**src/rtl/pwb_pkg.sv**
```systemverilog
package pwb_pkg;

    typedef enum logic [1:0] {
        CMD_NOP  = 2'b00,
        CMD_ACAP = 2'b01,
        CMD_SEL  = 2'b10,
        CMD_POST = 2'b11
    } pwb_cmd_e;

    localparam int unsigned PWB_LINE_BYTES = 32;
    localparam int unsigned PWB_WORD_BYTES = 4;

endpackage

```
**src/rtl/pwb_addr_latch.sv**
```systemverilog
module pwb_addr_latch #(
    parameter int unsigned W = 32
) (
    input  logic         clk,
    input  logic         rst,
    input  logic [W-1:0] bus_in,
    input  logic         is_acap,
    output logic [W-1:0] ad_lat,
    output logic [W-1:0] maddr
);

    typedef struct packed {
        logic [W-1:0] ad;
        logic [W-1:0] ma;
    } lat_t;

    lat_t s_d, s_q;

    always_comb begin
        s_d    = s_q;
        s_d.ad = bus_in;
        if (is_acap) begin
            s_d.ma = s_q.ad;
        end
    end

    always_ff @(posedge clk) begin
        if (rst) begin
            s_q <= '0;
        end else begin
            s_q <= s_d;
        end
    end

    assign ad_lat = s_q.ad;
    assign maddr  = s_q.ma;

    // capture moves last cycle's sampled bus value into the address latch
    a_r2_capture_prev_bus: assert property (@(posedge clk) disable iff (rst)
        (!$past(rst) && $past(is_acap)) |-> (maddr == $past(ad_lat)));

    // without capture the address latch holds
    a_r2_maddr_hold: assert property (@(posedge clk) disable iff (rst)
        (!$past(rst) && !$past(is_acap)) |-> $stable(maddr));

endmodule

```
**src/rtl/pwb_eol_ctr.sv**
```systemverilog
module pwb_eol_ctr #(
    parameter int unsigned DEPTH = 8,
    localparam int unsigned IDX_W = $clog2(DEPTH),
    localparam int unsigned CNT_W = $clog2(DEPTH + 1)
) (
    input  logic             clk,
    input  logic             rst,
    input  logic             is_acap,
    input  logic             is_step,
    input  logic [IDX_W-1:0] cap_idx,
    output logic [CNT_W-1:0] words_left,
    output logic             eol
);

    typedef struct packed {
        logic [CNT_W-1:0] left;
        logic             eol;
    } ctr_t;

    ctr_t s_d, s_q;

    always_comb begin
        s_d = s_q;
        if (is_acap) begin
            s_d.left = CNT_W'(DEPTH) - CNT_W'(cap_idx);
            s_d.eol  = (cap_idx == IDX_W'(DEPTH - 1));
        end else if (is_step) begin
            if (s_q.left != '0) begin
                s_d.left = s_q.left - CNT_W'(1);
            end
        end
    end

    always_ff @(posedge clk) begin
        if (rst) begin
            s_q <= '0;
        end else begin
            s_q <= s_d;
        end
    end

    assign words_left = s_q.left;
    assign eol        = s_q.eol;

    // a step from a non-zero count lowers it by exactly one
    a_r6_step_decrements: assert property (@(posedge clk) disable iff (rst)
        (!$past(rst) && $past(is_step) && $past(words_left) != '0)
            |-> (words_left == $past(words_left) - CNT_W'(1)));

    // a step at zero keeps zero
    a_r6_no_underflow: assert property (@(posedge clk) disable iff (rst)
        (!$past(rst) && $past(is_step) && $past(words_left) == '0)
            |-> (words_left == '0));

    // the flag moves only on capture
    a_r7_eol_only_on_capture: assert property (@(posedge clk) disable iff (rst)
        (!$past(rst) && !$past(is_acap)) |-> $stable(eol));

    // the count never exceeds a full line
    a_r7_left_in_range: assert property (@(posedge clk) disable iff (rst)
        words_left <= CNT_W'(DEPTH));

endmodule

```
**src/rtl/pwb_buf_bank.sv**
```systemverilog
module pwb_buf_bank #(
    parameter int unsigned NBUF  = 2,
    parameter int unsigned DEPTH = 8,
    parameter int unsigned W     = 32,
    localparam int unsigned BUF_W = (NBUF > 1) ? $clog2(NBUF) : 1,
    localparam int unsigned IDX_W = $clog2(DEPTH),
    localparam int unsigned CNT_W = $clog2(DEPTH + 1)
) (
    input  logic                  clk,
    input  logic                  rst,
    input  logic                  is_sel,
    input  logic                  is_post,
    input  logic [W-1:0]          maddr,
    input  logic [W-1:0]          wdata,
    input  logic [BUF_W-1:0]      rd_buf,
    input  logic [IDX_W-1:0]      rd_slot,
    output logic [W-1:0]          rd_data,
    output logic [BUF_W-1:0]      cur_buf,
    output logic [NBUF*W-1:0]     buf_addr,
    output logic [NBUF*CNT_W-1:0] buf_cnt
);

    typedef struct packed {
        logic [BUF_W-1:0]                  cur;
        logic [NBUF-1:0][W-1:0]            addr;
        logic [NBUF-1:0][CNT_W-1:0]        cnt;
        logic [NBUF-1:0][DEPTH-1:0][W-1:0] mem;
    } bank_t;

    bank_t s_d, s_q;

    logic [BUF_W-1:0] nxt_buf;
    logic [CNT_W-1:0] cur_cnt;
    logic             cur_full;

    always_comb begin
        if (s_q.cur == BUF_W'(NBUF - 1)) begin
            nxt_buf = '0;
        end else begin
            nxt_buf = s_q.cur + BUF_W'(1);
        end
    end

    assign cur_cnt  = s_q.cnt[s_q.cur];
    assign cur_full = (cur_cnt >= CNT_W'(DEPTH));

    always_comb begin
        s_d = s_q;
        if (is_sel) begin
            s_d.cur           = nxt_buf;
            s_d.addr[nxt_buf] = maddr;
            s_d.cnt[nxt_buf]  = '0;
        end else if (is_post && !cur_full) begin
            s_d.mem[s_q.cur][cur_cnt[IDX_W-1:0]] = wdata;
            s_d.cnt[s_q.cur] = cur_cnt + CNT_W'(1);
        end
    end

    always_ff @(posedge clk) begin
        if (rst) begin
            s_q     <= '0;
            s_q.cur <= BUF_W'(NBUF - 1);
        end else begin
            s_q <= s_d;
        end
    end

    generate
        if (NBUF == (1 << BUF_W)) begin : g_rd_full
            assign rd_data = s_q.mem[rd_buf][rd_slot];
        end else begin : g_rd_guard
            assign rd_data = (rd_buf < BUF_W'(NBUF)) ? s_q.mem[rd_buf][rd_slot] : '0;
        end
    endgenerate

    assign cur_buf  = s_q.cur;
    assign buf_addr = s_q.addr;
    assign buf_cnt  = s_q.cnt;

    // select lands on a different buffer and empties it
    a_r3_sel_empties: assert property (@(posedge clk) disable iff (rst)
        (!$past(rst) && $past(is_sel))
            |-> (cur_cnt == '0 && cur_buf != $past(cur_buf)));

    // a post into a non-full buffer grows its count by one
    a_r4_post_grows: assert property (@(posedge clk) disable iff (rst)
        (!$past(rst) && $past(is_post) && $past(cur_cnt) < CNT_W'(DEPTH))
            |-> (cur_cnt == $past(cur_cnt) + CNT_W'(1)));

    // a post into a full buffer leaves it full
    a_r5_full_holds: assert property (@(posedge clk) disable iff (rst)
        (!$past(rst) && $past(is_post) && $past(cur_cnt) == CNT_W'(DEPTH))
            |-> $stable(buf_cnt));

    // no count ever passes the buffer depth
    a_r5_cnt_bound: assert property (@(posedge clk) disable iff (rst)
        cur_cnt <= CNT_W'(DEPTH));

endmodule

```
**src/rtl/post_wbuf_top.sv**
```systemverilog
module post_wbuf_top #(
    parameter int unsigned NBUF  = 2,
    parameter int unsigned DEPTH = 8,
    parameter int unsigned W     = 32,
    localparam int unsigned BUF_W = (NBUF > 1) ? $clog2(NBUF) : 1,
    localparam int unsigned IDX_W = $clog2(DEPTH),
    localparam int unsigned CNT_W = $clog2(DEPTH + 1),
    localparam int unsigned LSB   = $clog2(pwb_pkg::PWB_WORD_BYTES)
) (
    input  logic                  clk,
    input  logic                  rst,
    input  logic [1:0]            cmd,
    input  logic [W-1:0]          bus_in,
    input  logic [BUF_W-1:0]      rd_buf,
    input  logic [IDX_W-1:0]      rd_slot,
    output logic [W-1:0]          rd_data,
    output logic [BUF_W-1:0]      cur_buf,
    output logic [NBUF*W-1:0]     buf_addr,
    output logic [NBUF*CNT_W-1:0] buf_cnt,
    output logic [CNT_W-1:0]      words_left,
    output logic                  eol
);

    import pwb_pkg::*;

    pwb_cmd_e   cmd_e;
    logic       is_acap, is_sel, is_post, is_step;
    logic [W-1:0] ad_lat, maddr;

    assign cmd_e   = pwb_cmd_e'(cmd);
    assign is_acap = (cmd_e == CMD_ACAP);
    assign is_sel  = (cmd_e == CMD_SEL);
    assign is_post = (cmd_e == CMD_POST);
    assign is_step = is_sel || is_post;

    pwb_addr_latch #(.W(W)) u_lat (
        .clk     (clk),
        .rst     (rst),
        .bus_in  (bus_in),
        .is_acap (is_acap),
        .ad_lat  (ad_lat),
        .maddr   (maddr)
    );

    pwb_eol_ctr #(.DEPTH(DEPTH)) u_eol (
        .clk        (clk),
        .rst        (rst),
        .is_acap    (is_acap),
        .is_step    (is_step),
        .cap_idx    (ad_lat[LSB +: IDX_W]),
        .words_left (words_left),
        .eol        (eol)
    );

    pwb_buf_bank #(.NBUF(NBUF), .DEPTH(DEPTH), .W(W)) u_bank (
        .clk      (clk),
        .rst      (rst),
        .is_sel   (is_sel),
        .is_post  (is_post),
        .maddr    (maddr),
        .wdata    (ad_lat),
        .rd_buf   (rd_buf),
        .rd_slot  (rd_slot),
        .rd_data  (rd_data),
        .cur_buf  (cur_buf),
        .buf_addr (buf_addr),
        .buf_cnt  (buf_cnt)
    );

    // a no-op cycle changes no visible state
    a_r8_nop_idle: assert property (@(posedge clk) disable iff (rst)
        (!$past(rst) && $past(cmd) == 2'b00)
            |-> ($stable(cur_buf) && $stable(buf_cnt) && $stable(buf_addr)
                 && $stable(words_left) && $stable(eol)));

    // the cycle after reset shows the reset state
    a_r1_reset_state: assert property (@(posedge clk)
        $past(rst) |-> (buf_cnt == '0 && words_left == '0 && !eol
                        && cur_buf == BUF_W'(NBUF - 1)));

endmodule

```
**config.mk**
```make
export PLATFORM = sky130hd
export DESIGN_NAME = post_wbuf_top
export DESIGN_NICKNAME = d
export VERILOG_FILES = /design/src/rtl/pwb_pkg.sv /design/src/rtl/pwb_addr_latch.sv /design/src/rtl/pwb_eol_ctr.sv /design/src/rtl/pwb_buf_bank.sv /design/src/rtl/post_wbuf_top.sv
export SDC_FILE = /design/constraint.sdc
export NUM_CORES = 1
export LEC_CHECK = 0
export BUFFER_PORTS_ARGS = -buffer_cell sky130_fd_sc_hd__buf_2
export CAP_MARGIN = 10
export CORE_MARGIN = 8
export CORE_UTILIZATION = 45
export CTS_CLUSTER_SIZE = 20
export DETAILED_ROUTE_END_ITERATION = 8
export PLACE_DENSITY_LB_ADDON = 0.3
export SLEW_MARGIN = 15
export SYNTH_ARGS = -nofsm -noshare
export SYNTH_HDL_FRONTEND = slang
export SYNTH_SLANG_ARGS = --single-unit
```
**constraint.sdc**
```tcl
create_clock -name clk -period 7.4 [get_ports clk]
set_input_delay 2.22 -clock clk [delete_from_list [all_inputs] [get_ports clk]]
set_output_delay 2.22 -clock clk [all_outputs]
set_load 0.03 [all_outputs]
```
==> impl_metrics.py, run 1 <==
metrics = {
    "status": {
        "status": "finished clean",
    },
    "drt": {
        "wl_per_cell_um": 21.1,
        "vias": 19159,
        "ant_nets": 0,
        "drt_pre_antenna_iters": 7,
        "routed_wl_mm": 73.9,
        "viasPerCell": 5.46,
        "drc": 0,
        "drt_iter0_markers": 1438,
    },
    "place": {
        "pre_cts_slack_ns": 0.971,
        "place_area_um2": 28400,
        "dp_cells": 3383,
        "portBuffers": 149,
        "dp_hpwl_mm": 43.5,
        "gp_congestion": 0.774,
    },
    "timing": {
        "hold_ws_ns": 0.450,
        "slew-limit-headroom_pct": 27.5,
        "hold_violations": 0,
        "setup_viol": 0,
        "timing.setup.tns_ns": 0,
        "postLayoutSetupSlackWorst_ns": 0.980,
        "worst_slew_pin_slew_ns": 1.08,
        "max_freq_mhz": 156,
        "clock_skew_ns": 0.0202,
        "fin_crit_ns": 6.42,
        "rsz0062_at_grt": "false",
        "drv_slew": 0,
        "min_period_over_period_pct": 86.8,
    },
    "worst_setup_path": {
        "rrSetupSlack_ns": 4.55,
        "r2r-end": "u_bank.s_q[250]",
        "cp-start-kind": "primary input",
        "cp_slowest_stage_delay_ns": 0.55,
        "critPathRequiredTime_ns": 5.18,
        "critical_path_class": "in2out",
        "path_cells": "clkbuf_8 > buf_4 > mux4_2 > a22oi_1 > nand2_1 > buf_2",
        "slowest_stage": "mux4_2",
        "cp-end-kind": "output port",
        "critPathArrivalTime_ns": 4.20,
        "ff2ff_path_depth": 6,
        "critPathMaxFanout": 35,
        "timing.rr.start": "u_bank.cur_buf",
    },
    "finish": {
        "nets": 2663,
        "fin_cells": 3508,
        "fin_util_pct": 49.8,
        "final_cell_area_um2": 30700,
        "syn2layout_area_growth_pct": 9.64,
        "seq_area_um2": 13100,
        "drive_gt1_share_pct": 17.4,
        "antennaDiodeCount": 0,
        "multi_input_area_um2": 13000,
        "fillers": 5559,
    },
    "clock_network": {
        "clk_latency_ns": 0.60,
        "htree_levels": 3,
        "post_cts_buffers": 0,
        "clkSinkCount": 654,
        "clkTransAtPathRegs_ns": 0.05,
        "root_buffer": "clkbuf_16",
        "cts_tree": "done",
        "cts_buffer_depth": 3,
        "postCtsHoldBufs": 0,
        "cts_buffers": 70,
        "ctsResizeCount": 0,
    },
    "logic_synthesis": {
        "avgSynthCellArea_um2": 10.4,
        "synth_edf_count": 0,
        "synth_cells": 2687,
        "ys_seq_elements": 654,
        "ys_seq_area_share_pct": 46.8,
        "synth-main-ff-cell": "dfxtp_1",
        "synth_warnings": 0,
        "synth.distinct_cells": 49,
        "synth_nets": 2732,
        "netlist_area_um2": 28000,
        "ys_async_sr_fraction_pct": 0,
    },
    "min_path": {
        "hold_start": "u_bank.buf_addr[35]",
        "holdCritPathClass": "reg2reg",
        "whs_endpoint": "u_bank.buf_addr[35]",
        "min_path_cells": 2,
    },
    "global_routing": {
        "grt_pass1_vias": 18964,
        "grt.overflow.total": 0,
        "antenna_found_initial": 0,
        "track_usage_pct": 20.4,
        "grt_max_degree": 190,
        "grt_pass1_wl_mm": 113,
    },
    "run": {
        "cap_violations": 0,
    },
    "power": {
        "leakage_nw": 12.9,
        "p_per_area_nw_per_um2": 242,
        "ir_worst_vdd_mv": 0.176,
        "fin_total_pwr_mw": 7.42,
    },
    "die": {
        "start_util_pct": 45.4,
        "rows": 91,
        "floorplan.die.height_um": 265,
        "die_area_um2": 70400,
        "chipWidth_um": 265,
        "ioPinCount": 150,
        "core-area_um2": 61600,
    },
}
-- critical path: cells and delay by family --
family	cells	cell delay [ns]
simple gates	1	0.15
buf+inv	3	0.99
compound gates	1	0.21
mux	1	0.55
-- worst max path at each step --
| stage | from | to | slack [ns] |
|---|---|---|---|
| global route | rd_slot[0] | rd_data[28] | 0.88 |
| detailed placement | rd_slot[0] | rd_data[0] | 0.97 |
| global placement | rd_slot[0] | rd_data[17] | 0.97 |
| CTS | rd_slot[0] | rd_data[17] | 0.96 |
| finish | rd_slot[0] | rd_data[17] | 0.98 |
| floorplan | rd_slot[0] | rd_data[11] | 1.51 |
-- metal layers --
metal | routed length (um) | vias up | track usage [%] | share of wire, %
li1 | - | 8954 | - | -
met1 | 31600 | 9581 | 25.5 | 43
met2 | 36200 | 478 | 35.0 | 49
met3 | 3470 | 146 | 3.57 | 4.7
met4 | 2620 | 0 | 7.54 | 3.5
met5 | 0 | - | 0 | 0
-- cell families after synthesis --
family	Yosys count	share of synthesized area [%]
AND/OR/NAND/NOR	834	12.1
flip-flops	654	46.8
multiplexers	642	28.7
buffers and inverters	345	6.97
AO/OA/AOI/OAI	206	5.11
adder cells (fa/ha/maj)	5	0.224
XOR/XNOR	1	0.0313
-- area by class of cell --
class | count | share of cell area (%)
clock inverter | 28 | 0.910
multi-input combinational | 1688 | 42.5
timing repair buffer | 196 | 3.84
tap | 837 | 3.42
clock buffer | 97 | 6.54
sequential | 654 | 42.7
inverter | 8 | 0.0980
-- cell usage in the layout (no fill, tap or decap), types with 3 or more instances in the layout --
cell       Yosys  routed
and3b_1        4       4
a21oi_1      101     101
nand2_1      234     234
nand3b_1       4       4
o211ai_4       0       8
inv_1          8       8
bufinv_16      0       4
nor2_1       524     521
clkinv_2       0      17
nor3b_1        3       3
buf_2         55     146
o21ai_0        7       7
a211oi_1       5       5
a22oi_1       69      69
inv_6          0       3
buf_12         0       4
mux4_2       128     128
ha_1           5       5
nor2b_1       40      37
dfxtp_1      654     654
nor3_1         4       4
clkbuf_1     157      13
nand2b_1       5       5
clkbuf_8       0      14
a211oi_4       8       8
clkbuf_16      0      71
mux2i_1      512     512
buf_4         92      43
nor2b_4        0       3
-- cells in the mapped netlist, types with 12 or more instances --
cell type | instances | share of area (%)
mux2i_1 | 512 | 18
a21oi_1 | 101 | 1.8
buf_6 | 14 | 0.56
buf_4 | 92 | 2.5
a22oi_1 | 69 | 1.9
clkbuf_1 | 157 | 2.1
nand2_1 | 234 | 3.1
buf_8 | 12 | 0.64
mux4_2 | 128 | 10
dfxtp_1 | 654 | 47
nor2b_1 | 40 | 0.90
nor2_1 | 524 | 7.0
buf_2 | 55 | 0.98
-- sequential cells by signal (all words and copies together), names as in the netlist --
signal            count
u_eol.eol             1
u_bank.buf_addr      64
u_bank.buf_cnt        8
u_lat.ad_lat         32
u_bank.cur_buf        1
u_eol.words_left      4
u_bank.s_q          512
u_lat.maddr          32
-- where the power goes --
group          total (mW)  switching (mW)  internal (mW)
logic               0.333           0.224          0.109
registers            3.61          0.0641           3.55
clock network        3.47            1.43           2.04
total                7.42            1.72           5.70
(Power assumes the default switching activity.)
==> inputs of run 2 (changes only) <==
--- a/config.mk
+++ b/config.mk
@@ -8,7 +8,7 @@
 export BUFFER_PORTS_ARGS = -buffer_cell sky130_fd_sc_hd__buf_2
 export CAP_MARGIN = 10
 export CORE_MARGIN = 8
-export CORE_UTILIZATION = 45
+export CORE_UTILIZATION = 55
 export CTS_CLUSTER_SIZE = 20
 export DETAILED_ROUTE_END_ITERATION = 8
 export PLACE_DENSITY_LB_ADDON = 0.3
==> run 2 against run 1 <==
  * Core utilization rose by 11 points
  * First-iteration DRC count decreased by 3.4%
  * Design area down 0.11%
  * Fmax increased by 0.69%
  * Die area decreased by 17%
  * Flip-flop and latch count did not move
  * Cell count is 4.8% lower
==> impl_metrics.py, run 2 (synthesis results as in run 1) <==
metrics = {
    "finish": {
        "antennaDiodeCount": 0,
        "fin_cells": 3341,
        "drive_gt1_share_pct": 17.6,
        "fin_util_pct": 61.0,
        "final_common_cell": "dfxtp_1",
        "final_cell_area_um2": 30600,
        "largest_reg_flops": 512,
        "fillers": 4061,
        "regMostFlops": "u_bank.s_q",
        "syn2layout_area_growth_pct": 9.51,
        "final_cell_mix": "dfxtp_1, nor2_1, mux2i_1",
        "nets": 2664,
    },
    "clock_network": {
        "cts_tree": "done",
        "cts_buffers": 70,
        "clkTransAtPathRegs_ns": 0.05,
        "ctsResizeCount": 0,
        "root_buffer": "clkbuf_16",
        "cts_buffer_depth": 3,
        "post_cts_buffers": 0,
        "htree_levels": 3,
        "clkSinkCount": 654,
        "clk_latency_ns": 0.60,
        "postCtsHoldBufs": 0,
    },
    "power": {
        "p_sw_mw": 1.70,
        "clockPowerShare_pct": 48.2,
        "fin_total_pwr_mw": 7.61,
        "leakage_nw": 13.0,
        "p_seq_share_pct": 47.4,
        "p_per_area_nw_per_um2": 249,
        "p_comb_share_pct": 4.4,
        "netSwitchingFraction_pct": 22.3,
        "p_int_mw": 5.91,
        "ir_worst_vdd_mv": 0.242,
    },
    "die": {
        "ioPinCount": 150,
        "chipWidth_um": 241,
        "die_area_um2": 58300,
        "start_util_pct": 55.7,
        "core-area_um2": 50200,
        "floorplan.die.height_um": 241,
        "rows": 82,
    },
    "worst_setup_path": {
        "cp_slowest_stage_delay_ns": 0.54,
        "critPathMaxFanout": 38,
        "slowest_stage": "mux4_2",
        "critPathRequiredTime_ns": 5.18,
        "path_cells": "clkbuf_8 > buf_12 > mux4_2 > a22oi_1 > nand2_1 > buf_2",
        "critical_path_class": "in2out",
        "critPathArrivalTime_ns": 4.16,
        "cp-end-kind": "output port",
        "cp-start-kind": "primary input",
    },
    "timing": {
        "hold_ws_ns": 0.452,
        "clock_skew_ns": 0.0205,
        "setup_viol": 0,
        "worst_slew_pin_slew_ns": 1.18,
        "timing.setup.tns_ns": 0,
        "rsz0062_at_grt": "false",
        "fin_crit_ns": 6.38,
        "postLayoutSetupSlackWorst_ns": 1.02,
        "max_freq_mhz": 157,
        "slew-limit-headroom_pct": 21.2,
        "hold_violations": 0,
        "drv_slew": 0,
        "min_period_over_period_pct": 86.2,
    },
    "min_path": {
        "holdCritPathClass": "reg2reg",
    },
    "drt": {
        "drc": 0,
        "wl_per_cell_um": 21.6,
        "routed_wl_mm": 72.2,
        "ant_nets": 0,
        "drt_iter0_markers": 1389,
        "drt_pre_antenna_iters": 5,
        "vias": 19233,
        "viasPerCell": 5.76,
    },
    "place": {
        "pre_cts_slack_ns": 1.01,
        "dp_cells": 3219,
        "portBuffers": 149,
        "gp_congestion": 0.785,
        "place_area_um2": 28200,
        "dp_hpwl_mm": 42.5,
    },
    "global_routing": {
        "grt_pass1_wl_mm": 111,
        "grt_pass1_vias": 19313,
        "track_usage_pct": 24.5,
        "grt.overflow.total": 0,
        "grt_max_degree": 168,
        "antenna_found_initial": 0,
    },
    "status": {
        "status": "finished clean",
    },
    "run": {
        "cap_violations": 0,
    },
}
-- run 2: metal layers --
metal  wire, um  track usage, %
met5          0               0
met4       3440            11.9
met1      28500            29.2
met2      36500            42.8
met3       3710            4.00
-- run 2: final timing paths --
kind	from	endpoint	slack [ns]	depth (start not counted)
worst max register to register	u_bank.cur_buf	u_bank.s_q[484]	4.54	6
worst min register to register	u_bank.buf_addr[6]	u_bank.buf_addr[6]	0.45	2
worst max-delay path	rd_slot[0]	rd_data[25]	1.02	6
worst min-delay path	u_bank.buf_addr[6]	u_bank.buf_addr[6]	0.45	2
-- run 2: layout make-up --
type	count	area [um^2]	area share (%)
Timing Repair Buffer	197	1200	3.93
Multi-Input combinational cell	1688	13000	42.5
Clock buffer	96	2050	6.70
Inverter	8	30.0	0.0981
Tap cell	672	841	2.75
Sequential cell	654	13100	42.8
Clock inverter	26	378	1.23
-- run 2: worst max-delay path: cells and delay by family --
family | cells | cell delay (ns)
muxes | 1 | 0.54
buffers and inverters | 3 | 0.98
AOI/OAI and AO/OA | 1 | 0.25
and+or+nand+nor | 1 | 0.10
-- run 2: power groups by stage --
stage	clock network [mW]	logic, mW	registers (mW)
CTS	3.72	0.338	3.61
detailed placement	0	0.337	3.69
finish	3.67	0.336	3.61
global placement	0	0.331	3.69
global route	3.87	0.359	3.62
floorplan	0	0.277	3.65
==> inputs of run 3 (changes only) <==
--- a/config.mk
+++ b/config.mk
@@ -5,11 +5,12 @@
 export SDC_FILE = /design/constraint.sdc
 export NUM_CORES = 1
 export LEC_CHECK = 0
+export ABC_AREA = 1
 export BUFFER_PORTS_ARGS = -buffer_cell sky130_fd_sc_hd__buf_2
 export CAP_MARGIN = 10
 export CORE_MARGIN = 8
 export CORE_UTILIZATION = 55
-export CTS_CLUSTER_SIZE = 20
+export CTS_CLUSTER_SIZE = 24
 export DETAILED_ROUTE_END_ITERATION = 8
 export PLACE_DENSITY_LB_ADDON = 0.3
 export SLEW_MARGIN = 15
==> run 3 against run 2 <==
  * Fmax is 1.9% lower
  * Clock skew is 0.0067 ns lower
  * Register-to-register slack worse by 1.0 ns
  * Cell count is 57% higher
  * Flip-flop and latch count stayed put
  * Critical path type unchanged
  * Core utilization is 1.4 points lower
  * Routed wire length is 22% higher
  * Via count is 45% higher
  * Total power is 4.9% higher
  * Combinational power is 140% higher
  * Synthesized area is 8.5% higher
==> impl_metrics.py, run 3 <==
metrics = {
    "timing": {
        "worst_slew_pin_slew_ns": 1.21,
        "timing.setup.tns_ns": 0,
        "drv_slew": 0,
        "max_freq_mhz": 154,
        "hold_violations": 0,
        "setup_viol": 0,
        "rsz0062_at_grt": "false",
        "fin_crit_ns": 6.50,
        "clock_skew_ns": 0.0138,
        "hold_ws_ns": 0.458,
        "min_period_over_period_pct": 87.8,
        "slew-limit-headroom_pct": 19.5,
    },
    "logic_synthesis": {
        "synth_edf_count": 0,
        "synth_top_cell_area_share_pct": 43.2,
        "ys_seq_area_share_pct": 43.2,
        "netlist_area_um2": 30300,
        "yosys-top-cells-count": "nand2_1, nor2_1, dfxtp_1, inv_1, nand3_1",
        "ys_async_sr_fraction_pct": 0,
        "synth.distinct_cells": 29,
        "synth.most_common_cell": "nand2_1",
        "ys_top_cells_by_area": "dfxtp_1, nand2_1, nor2_1, nand3_1, inv_1",
        "synth_cells": 4634,
        "avgSynthCellArea_um2": 6.54,
        "synth-main-ff-cell": "dfxtp_1",
        "ys_seq_elements": 654,
        "synth_nets": 4679,
        "yosys.area.top_type": "dfxtp_1",
        "synth_warnings": 0,
    },
    "die": {
        "rows": 86,
        "floorplan.die.height_um": 251,
        "die_area_um2": 62900,
        "ioPinCount": 150,
        "core-area_um2": 54800,
        "start_util_pct": 55.4,
        "chipWidth_um": 251,
    },
    "drt": {
        "routed_wl_mm": 88.0,
        "drc": 0,
        "drt_iter0_markers": 2496,
        "ant_nets": 0,
        "drt_pre_antenna_iters": 5,
        "viasPerCell": 5.32,
        "wl_per_cell_um": 16.8,
        "vias": 27834,
    },
    "finish": {
        "final_common_cell": "nand2_1",
        "antennaDiodeCount": 0,
        "largest_reg_flops": 512,
        "drive_gt1_share_pct": 7.46,
        "syn2layout_area_growth_pct": 7.70,
        "fin_cells": 5234,
        "fillers": 5244,
        "nets": 4520,
        "regMostFlops": "u_bank.s_q",
        "final_cell_mix": "nand2_1, nor2_1, dfxtp_1",
    },
    "clock_network": {
        "postCtsHoldBufs": 0,
        "post_cts_buffers": 0,
        "cts_buffer_depth": 3,
        "htree_levels": 3,
        "ctsResizeCount": 0,
        "root_buffer": "clkbuf_16",
        "clkTransAtPathRegs_ns": 0.05,
        "clkSinkCount": 654,
        "cts_buffers": 70,
        "cts_tree": "done",
        "clk_latency_ns": 0.61,
    },
    "worst_setup_path": {
        "crit_path_frequent_cell": "nand3_1",
        "critPathArrivalTime_ns": 4.28,
        "cp_slowest_stage_delay_ns": 0.93,
        "slowest_stage": "inv_1",
        "critPathMaxFanout": 46,
        "cp-start-kind": "primary input",
        "critical_path_class": "in2out",
        "critPathRequiredTime_ns": 5.18,
        "cp-end-kind": "output port",
        "path_cells": "buf_6 > inv_1 > o211ai_1 > nand3_1 > nand3_1 > nand2_1 > buf_2",
    },
    "power": {
        "p_per_area_nw_per_um2": 245,
        "ir_worst_vdd_mv": 0.177,
        "leakage_nw": 13.9,
    },
    "global_routing": {
        "grt_pass1_vias": 24844,
        "grt.overflow.total": 0,
        "track_usage_pct": 27.0,
        "antenna_found_initial": 0,
        "grt_max_degree": 145,
        "grt_pass1_wl_mm": 138,
    },
    "place": {
        "dp_hpwl_mm": 50.7,
        "portBuffers": 149,
        "dp_cells": 5107,
        "gp_congestion": 0.824,
    },
    "status": {
        "status": "finished clean",
    },
    "min_path": {
        "holdCritPathClass": "reg2reg",
    },
    "run": {
        "cap_violations": 0,
    },
}
==> run 3: area by class of cell <==
type | count | area [um^2] | share of cell area (%)
clock inverter | 21 | 279 | 0.854
sequential | 654 | 13100 | 40.1
tap | 704 | 881 | 2.70
timing repair buffer | 194 | 1190 | 3.64
multi-input combinational | 3210 | 13900 | 42.5
inverter | 345 | 1300 | 3.99
clock buffer | 106 | 2050 | 6.27
==> run 3: routing by layer <==
| metal | routed length (um) | vias up | GRT usage, % | part of all wire [%] |
|---|---|---|---|---|
| li1 | - | 14010 | - | - |
| met5 | 0 | - | 0 | 0 |
| met2 | 40600 | 988 | 44.8 | 46 |
| met3 | 6480 | 204 | 4.22 | 7.4 |
| met4 | 3520 | 0 | 11.8 | 4.0 |
| met1 | 37400 | 12632 | 34.5 | 43 |
==> run 3: worst paths after layout <==
path,from,to,slack (ns),cells after the start
setup / recovery,rd_slot[0],rd_data[7],0.90,7
hold / removal,u_bank.buf_addr[3],u_bank.buf_addr[3],0.46,2
setup reg to reg,u_bank.cur_buf,u_bank.s_q[250],3.51,10
hold reg to reg,u_bank.buf_addr[3],u_bank.buf_addr[3],0.46,2
==> run 3: cells by family (layout without fill, tap and decap cells) <==
kind of cell	Yosys count	count (layout)	share of synthesized area (%)
flip-flops	654	654	43.2
adder cells (fa/ha/maj)	5	5	0.206
AND/OR/NAND/NOR	2705	2705	35.9
AO/OA/AOI/OAI	498	498	9.48
XOR/XNOR	2	2	0.0578
buffers and inverters	770	666	11.2
==> run 3: per-stage QoR <==
| step | worst slack, ns | area [um^2] | total power [mW] | util (%) |
|---|---|---|---|---|
| final | 0.900 | 32700 | 7.99 | 59.6 |
| after global routing | 0.867 | 32700 | 8.26 | 59.6 |
| after CTS | 0.946 | 32700 | 8.02 | 59.6 |
| after detailed placement | 0.945 | 30300 | 4.50 | 55.4 |
| after global placement | 0.973 | 30300 | 4.50 | 55.4 |
| after floorplan | 1.66 | 30300 | 4.27 | - |
==> run 3: power breakdown <==
part	switching (mW)	leakage [nW]	internal [mW]
Clock	1.48	1.13	2.07
Combinational	0.587	7.50	0.211
Sequential	0.0516	5.29	3.59
Total	2.12	13.9	5.87
==> run 3: worst max-delay path, delay by kind of cell <==
family          cells  cell delay [ns]
buf+inv             3             1.34
simple gates        3             0.47
compound gates      1             0.20
